File: src/rtl/pagerd_pkg.sv
package pagerd_pkg;

   localparam int WAIT_W = 4;
   localparam int NEED_W = WAIT_W + 1;
   localparam int DIV_W  = 3;
   localparam int PAGE_LOG_MAX = 4;

   typedef enum logic [1:0] {
      ST_IDLE    = 2'd0,
      ST_ACCESS  = 2'd1,
      ST_RECOVER = 2'd2
   } seq_state_t;

   function automatic logic [DIV_W-1:0] div_ratio(input logic [1:0] sel);
      case (sel)
         2'd0:    return 3'd1;
         2'd1:    return 3'd2;
         2'd2:    return 3'd4;
         default: return 3'd6;
      endcase
   endfunction

   function automatic logic [2:0] page_log(input logic [1:0] sel);
      case (sel)
         2'd0:    return 3'd2;
         2'd1:    return 3'd3;
         default: return 3'd4;
      endcase
   endfunction

   function automatic logic [NEED_W-1:0] first_need(input logic [WAIT_W-1:0] w);
      return {1'b0, w} + NEED_W'(2);
   endfunction

   function automatic logic [NEED_W-1:0] hit_need(input logic [WAIT_W-1:0] w);
      return {1'b0, w} + NEED_W'(1);
   endfunction

endpackage

File: src/rtl/pagerd_tick.sv
module pagerd_tick #(
   parameter int CNT_W = 3
) (
   input  logic             clk,
   input  logic             rst_n,
   input  logic             restart,
   input  logic [CNT_W-1:0] ratio,
   output logic             tick
);
   logic [CNT_W-1:0] cnt;

   assign tick = (cnt == ratio - CNT_W'(1));

   always_ff @(posedge clk or negedge rst_n) begin
      if (!rst_n)
         cnt <= '0;
      else if (restart || tick)
         cnt <= '0;
      else
         cnt <= cnt + CNT_W'(1);
   end
endmodule

File: src/rtl/pagerd_wait.sv
module pagerd_wait #(
   parameter int W = 5
) (
   input  logic         clk,
   input  logic         rst_n,
   input  logic         load,
   input  logic [W-1:0] load_val,
   input  logic         tick,
   output logic         expire
);
   logic [W-1:0] left;

   assign expire = tick && (left == W'(1));

   always_ff @(posedge clk or negedge rst_n) begin
      if (!rst_n)
         left <= '0;
      else if (load)
         left <= load_val;
      else if (tick && left != '0)
         left <= left - W'(1);
   end
endmodule

File: src/rtl/pagerd_pgdet.sv
module pagerd_pgdet #(
   parameter int AW       = 24,
   parameter int LOG_MAX  = 4
) (
   input  logic [AW-1:0] addr,
   input  logic [2:0]    log_size,
   output logic          at_page_start
);
   logic [LOG_MAX-1:0] hit_bits;

   for (genvar i = 0; i < LOG_MAX; i++) begin : g_bit
      assign hit_bits[i] = addr[i] && (3'(i) < log_size);
   end

   assign at_page_start = (hit_bits == '0);
endmodule

File: src/rtl/pagerd_seq.sv
module pagerd_seq
   import pagerd_pkg::*;
#(
   parameter int AW = 24,
   parameter int DW = 16,
   parameter int CW = 8
) (
   input  logic                 clk,
   input  logic                 rst_n,
   input  logic                 start,
   input  logic [AW-1:0]        start_addr,
   input  logic [CW-1:0]        word_count,
   input  logic [1:0]           cfg_page_sel,
   input  logic [WAIT_W-1:0]    cfg_first_wait,
   input  logic [WAIT_W-1:0]    cfg_page_wait,
   input  logic [1:0]           cfg_div_sel,
   output logic                 busy,
   output logic                 mem_cs_n,
   output logic                 mem_oe_n,
   output logic                 mem_clk,
   output logic [AW-1:0]        mem_addr,
   input  logic [DW-1:0]        mem_data,
   output logic [DW-1:0]        rd_data,
   output logic                 rd_valid
);
   if (AW < PAGE_LOG_MAX + 1) begin : g_bad_aw
      $error("pagerd_seq: AW too small for the largest page");
   end
   if (DW < 1 || CW < 1) begin : g_bad_w
      $error("pagerd_seq: DW and CW must be positive");
   end

   seq_state_t           state;
   logic [WAIT_W-1:0]    hold_first;
   logic [WAIT_W-1:0]    hold_hit;
   logic [2:0]           hold_log;
   logic [DIV_W-1:0]     hold_ratio;
   logic [CW-1:0]        remain;

   logic                 accept;
   logic                 tick;
   logic                 expire;
   logic                 latch_now;
   logic                 last_word;
   logic                 next_is_first;
   logic                 wait_load;
   logic [NEED_W-1:0]    wait_val;
   logic [AW-1:0]        next_addr;

   assign accept    = start && (state == ST_IDLE) && (word_count != '0);
   assign latch_now = (state == ST_ACCESS) && expire;
   assign last_word = (remain == CW'(1));
   assign next_addr = mem_addr + AW'(1);

   pagerd_tick #(.CNT_W(DIV_W)) u_tick (
      .clk     (clk),
      .rst_n   (rst_n),
      .restart (accept),
      .ratio   (hold_ratio),
      .tick    (tick)
   );

   pagerd_pgdet #(.AW(AW), .LOG_MAX(PAGE_LOG_MAX)) u_pgdet (
      .addr          (next_addr),
      .log_size      (hold_log),
      .at_page_start (next_is_first)
   );

   always_comb begin
      wait_load = accept || (latch_now && !last_word);
      if (accept)
         wait_val = first_need(cfg_first_wait);
      else if (next_is_first)
         wait_val = first_need(hold_first);
      else
         wait_val = hit_need(hold_hit);
   end

   pagerd_wait #(.W(NEED_W)) u_wait (
      .clk      (clk),
      .rst_n    (rst_n),
      .load     (wait_load),
      .load_val (wait_val),
      .tick     (tick),
      .expire   (expire)
   );

   always_ff @(posedge clk or negedge rst_n) begin
      if (!rst_n) begin
         state      <= ST_IDLE;
         hold_first <= '0;
         hold_hit   <= '0;
         hold_log   <= 3'd2;
         hold_ratio <= 3'd1;
         remain     <= '0;
         mem_addr   <= '0;
         rd_data    <= '0;
         rd_valid   <= 1'b0;
      end else begin
         rd_valid <= 1'b0;
         case (state)
            ST_IDLE: begin
               if (accept) begin
                  state      <= ST_ACCESS;
                  hold_first <= cfg_first_wait;
                  hold_hit   <= cfg_page_wait;
                  hold_log   <= page_log(cfg_page_sel);
                  hold_ratio <= div_ratio(cfg_div_sel);
                  remain     <= word_count;
                  mem_addr   <= start_addr;
               end
            end
            ST_ACCESS: begin
               if (latch_now) begin
                  rd_data  <= mem_data;
                  rd_valid <= 1'b1;
                  mem_addr <= next_addr;
                  remain   <= remain - CW'(1);
                  if (last_word)
                     state <= ST_RECOVER;
               end
            end
            ST_RECOVER: begin
               if (tick)
                  state <= ST_IDLE;
            end
            default: state <= ST_IDLE;
         endcase
      end
   end

   assign busy     = (state != ST_IDLE);
   assign mem_cs_n = (state != ST_ACCESS);
   assign mem_oe_n = !(state == ST_ACCESS);
   assign mem_clk  = 1'b0;

endmodule

File: config.mk
export PLATFORM = sky130hd
export DESIGN_NAME = pagerd_seq
export DESIGN_NICKNAME = d
export VERILOG_FILES = /design/src/rtl/pagerd_pkg.sv /design/src/rtl/pagerd_tick.sv /design/src/rtl/pagerd_wait.sv /design/src/rtl/pagerd_pgdet.sv /design/src/rtl/pagerd_seq.sv
export SDC_FILE = /design/constraint.sdc
export NUM_CORES = 1
export LEC_CHECK = 0
export ABC_AREA = 1
export CELL_PAD_IN_SITES_DETAIL_PLACEMENT = 1
export CELL_PAD_IN_SITES_GLOBAL_PLACEMENT = 1
export CORE_ASPECT_RATIO = 1.5
export CORE_MARGIN = 4
export CORE_UTILIZATION = 35
export CTS_CLUSTER_SIZE = 28
export DETAILED_ROUTE_END_ITERATION = 10
export GPL_TIMING_DRIVEN = 0
export PLACE_DENSITY = 0.88
export REMOVE_ABC_BUFFERS = 1
export SYNTH_ARGS = -nofsm -noshare
export SYNTH_HDL_FRONTEND = slang
export SYNTH_SLANG_ARGS = --single-unit
export TNS_END_PERCENT = 100
File: constraint.sdc
create_clock -name clk -period 5.72 [get_ports clk]
set_input_delay 1.144 -clock clk [delete_from_list [all_inputs] [get_ports clk]]
set_output_delay 1.144 -clock clk [all_outputs]
set_load 0.01 [all_outputs]
==> flow_summary.ini, run 1 <==
[outcome]
run_status = finished clean

[clocking]
clk_latency_ns = 0.34
cts_resized = 0
clockBufferDepth = 2
cts_root_buf = clkbuf_16
cts_hold_buf = 0
tritoncts = yes
post_cts.repair.setup_buffers = 0
cts-buffers-inserted = 9
cts.sinks = 73
worst_setup_hold_path_clk_slew_ns = 0.06
number_of_h_tree_levels = 3

[floorplanning]
io_pins = 108
die_height_microns = 145
initial_standard_cell_utilization_of_the_core_pct = 36.2
std_cell_rows = 49
fp.dieArea_sq_um = 14400
core_sq_um = 12100
die_width_microns = 99.5

[route]
detail-route-antenna-nets = 0
drt-vias-per-instance = 5.18
drt_pre_antenna_iters = 4
met2RoutedLength_mm = 8.02
vias = 4471
route.top_layer_used = met4
dr.first_iter.drc_count = 155
remaining_drc_errors = 0
wire_per_inst_microns = 16.7
route.final.wire_length_mm = 14.4
dr_wl_met3_microns = 639
route.layer.met1.wl_mm = 5.13

[yosys]
syn_avg_cell_area_sq_um = 7.25
post_synth_num_cell_types = 41
asyncSetResetFlopFracSynth_pct = 100
syn-cell-area_sq_um = 4390
syn-instance-count = 606
yosys_warn_count = 0
ys_ff_latch = 73
synth-edff-count = 0
primary_flip_flop_cell_chosen_by_synthesis_mapping = dfrtp_1
seq_area_frac_synth_pct = 41.6

[place]
finalWeightedCongestion = 0.910
placed_cells_incl_taps = 847
total_of_buffers_placed_on_input_and_output_ports = 106
post-place-ws_ns = 2.21
dpl.hpwl_mm = 11.0

[sta]
final-setup-viol-count = 0
setup_repair_after_global_routing_missed_its_margin = false
totalNegativeSetupSlack_ns = 0
timing_worst_slew_pin_value_ns = 0.956
fin_ws_ns = 2.01
final-hold-violation-count = 0
post_route_clock_skew_ns = 0.00922
max_freq_mhz = 269
post-route-period-util_pct = 64.9
final_period_minus_worst_setup_slack_ns = 3.71
finalMaxSlewViolations = 0
relative_slew_margins_pct = 36.2
whs_ns = 0.486

[critical_path]
cp_max_fo = 31
crit_path_end_kind = output pin
worst_ep_arrival_time_ns = 2.57
critical_path_required_ns = 4.58
startpoint_type = flop
setup.worst_path.class = reg2out

[layout]
num-nets-final = 778
areaGrowthSynthToFinish_pct = 34.8
final_cells = 863
antenna-diode-count = 0
post_route_cells_drive_above_1_share_pct = 7.04

[global_route]
grt_max_degree = 69
grt_pass1_wl_mm = 23.7
grt_antenna_before_repair = 0
track_usage_pct = 20.3
grt.overflow.total = 0
grt_pass1_vias = 4979

[hold_path]
worst_hold_path_type = reg2reg

[run]
timing.max_cap.violations = 0

[pwr]
power_per_cell_area_nw_per_um2 = 345
peakVddDrop_uv = 195
leakage_nw = 2.68
worst max-delay path: stages, from the launching register on:
cell and delay [ns]:
dfrtp_1 0.38, inv_1 0.12, nor2_4 0.12, buf_16 0.20, inv_1 0.71, clkdlybuf4s50_1 0.70
cell usage in the layout (no fill, tap or decap), types with 6 or more instances in the layout:
cell type          n
nand2_1          206
a31oi_1            7
o21ai_0           35
nor3_1             9
a21oi_1           12
nand4_1            7
xor2_1             7
nor2_1            53
nand3_1           49
clkbuf_16          9
o211ai_1          10
ha_1              10
inv_1             55
clkdlybuf4s50_1  105
o21ai_1            6
dfrtp_1           71
cells in the mapped netlist, types with 3 or more instances:
cell type  instances  area, sq um
nand2_1          206          773
dfrtp_1           71         1780
inv_1             55          206
nor2_1            54          203
nand3_1           49          245
o21ai_0           35          175
a21oi_1           12         60.1
ha_1              10          125
o211ai_1          10         75.1
nor3_1             9         45.0
a31oi_1            7         43.8
nand4_1            7         43.8
xor2_1             7         61.3
buf_2              6         30.0
o21ai_1            6         30.0
buf_4              5         37.5
nor2_2             5         31.3
or2_2              5         31.3
buf_6              4         45.0
clkbuf_1           4         15.0
inv_2              4         15.0
o22ai_1            4         25.0
xnor2_1            4         35.0
nand2_2            3         18.8
nand3b_1           3         22.5
metrics by stage:
stage                     power (W)  area, sq um  util [%]
after floorplan             0.00107         4260         -
after global placement      0.00134         5510      45.4
after detailed placement    0.00139         5570      45.9
after CTS                   0.00207         5920      48.8
after global routing        0.00218         5920      48.8
final                       0.00205         5920      48.8
logic make-up (layout without fill, tap and decap cells):
| logic type | after synthesis | count (layout) | share of synthesized area (%) |
|---|---|---|---|
| DFF | 73 | 73 | 41.6 |
| other | 1 | 1 | 0.0853 |
| and+or+nand+nor | 348 | 348 | 34.0 |
| buffers and inverters | 81 | 185 | 8.23 |
| adders and majority gates | 10 | 10 | 2.85 |
| AOI/OAI and AO/OA | 81 | 81 | 10.8 |
| xor gates and xnor gates | 11 | 11 | 2.19 |
| muxes | 1 | 1 | 0.256 |
sequential cells by signal, indices dropped and copies added (netlist names):
name,count
remain,8
mem_addr,24
rd_data,16
u_wait.left,5
rd_valid,1
hold_hit,4
hold_log,3
hold_ratio,3
u_tick.cnt,3
state,2
hold_first,4
area by class of cell:
cell class,count,area [sq um]
clock buffer,9,225
clock inverter,7,125
fill,1517,6210
inverter,61,229
multi-input combinational,452,2210
sequential,73,1830
tap,153,191
timing repair buffer,108,1110
final timing paths:
kind	depth (start not counted)	slack [ns]	start	to
max	5	2.01	state[0]$_DFFE_PN0P_	mem_cs_n
min reg2reg	2	0.49	rd_data[5]$_DFFE_PN0P_	rd_data[5]$_DFFE_PN0P_
min in group asynchronous	1	0.61	rst_n	mem_addr[10]$_DFFE_PN0P_
max in group asynchronous	2	4.53	rst_n	hold_ratio[0]$_DFFE_PN1P_
max reg2reg	10	2.90	hold_ratio[0]$_DFFE_PN1P_	remain[3]$_DFFE_PN0P_
min	2	0.49	rd_data[5]$_DFFE_PN0P_	rd_data[5]$_DFFE_PN0P_
where the power goes:
part	leakage (nW)	switching [W]	internal, W
Sequential	0.837	0.000103	0.000629
Combinational	1.67	0.000343	0.000305
Clock	0.171	0.000235	0.000431
Total	2.68	0.000681	0.00136
per-layer routing:
layer / vias up / GRT usage [%]
li1: 2150 / -
met5: - / 0
met2: 123 / 38.7
met4: 0 / 10.4
met3: 42 / 3.41
met1: 2156 / 20.7
Note: power is estimated with default switching activity, not from simulation.
==> inputs of run 2 (changes only) <==
- clock period: 5.72 -> 3.86 ns (I/O delays scaled with it)
==> results of run 2 <==
The final DEF is identical to that of run 1. Status: finished clean.
Among the figures that moved: setup slack after placement 2.21 ns -> 0.725 ns; setup slack after layout 2.01 ns -> 0.521 ns; hold slack 0.486 ns -> 0.242 ns; register-to-register setup slack 2.90 ns -> 1.04 ns; total power 0.00205 W -> 0.00303 W; worst IR drop on VDD 195 uV -> 288 uV
==> inputs of run 3 (changes only) <==
- clock period: 3.86 -> 4.3 ns (I/O delays scaled with it)
==> results of run 3 <==
The final DEF is identical to that of run 1. Status: finished clean.
Among the figures that moved: setup slack after placement 2.21 ns -> 1.08 ns; setup slack after layout 2.01 ns -> 0.873 ns; hold slack 0.486 ns -> 0.330 ns; register-to-register setup slack 2.90 ns -> 1.48 ns; total power 0.00205 W -> 0.00272 W; worst IR drop on VDD 195 uV -> 259 uV
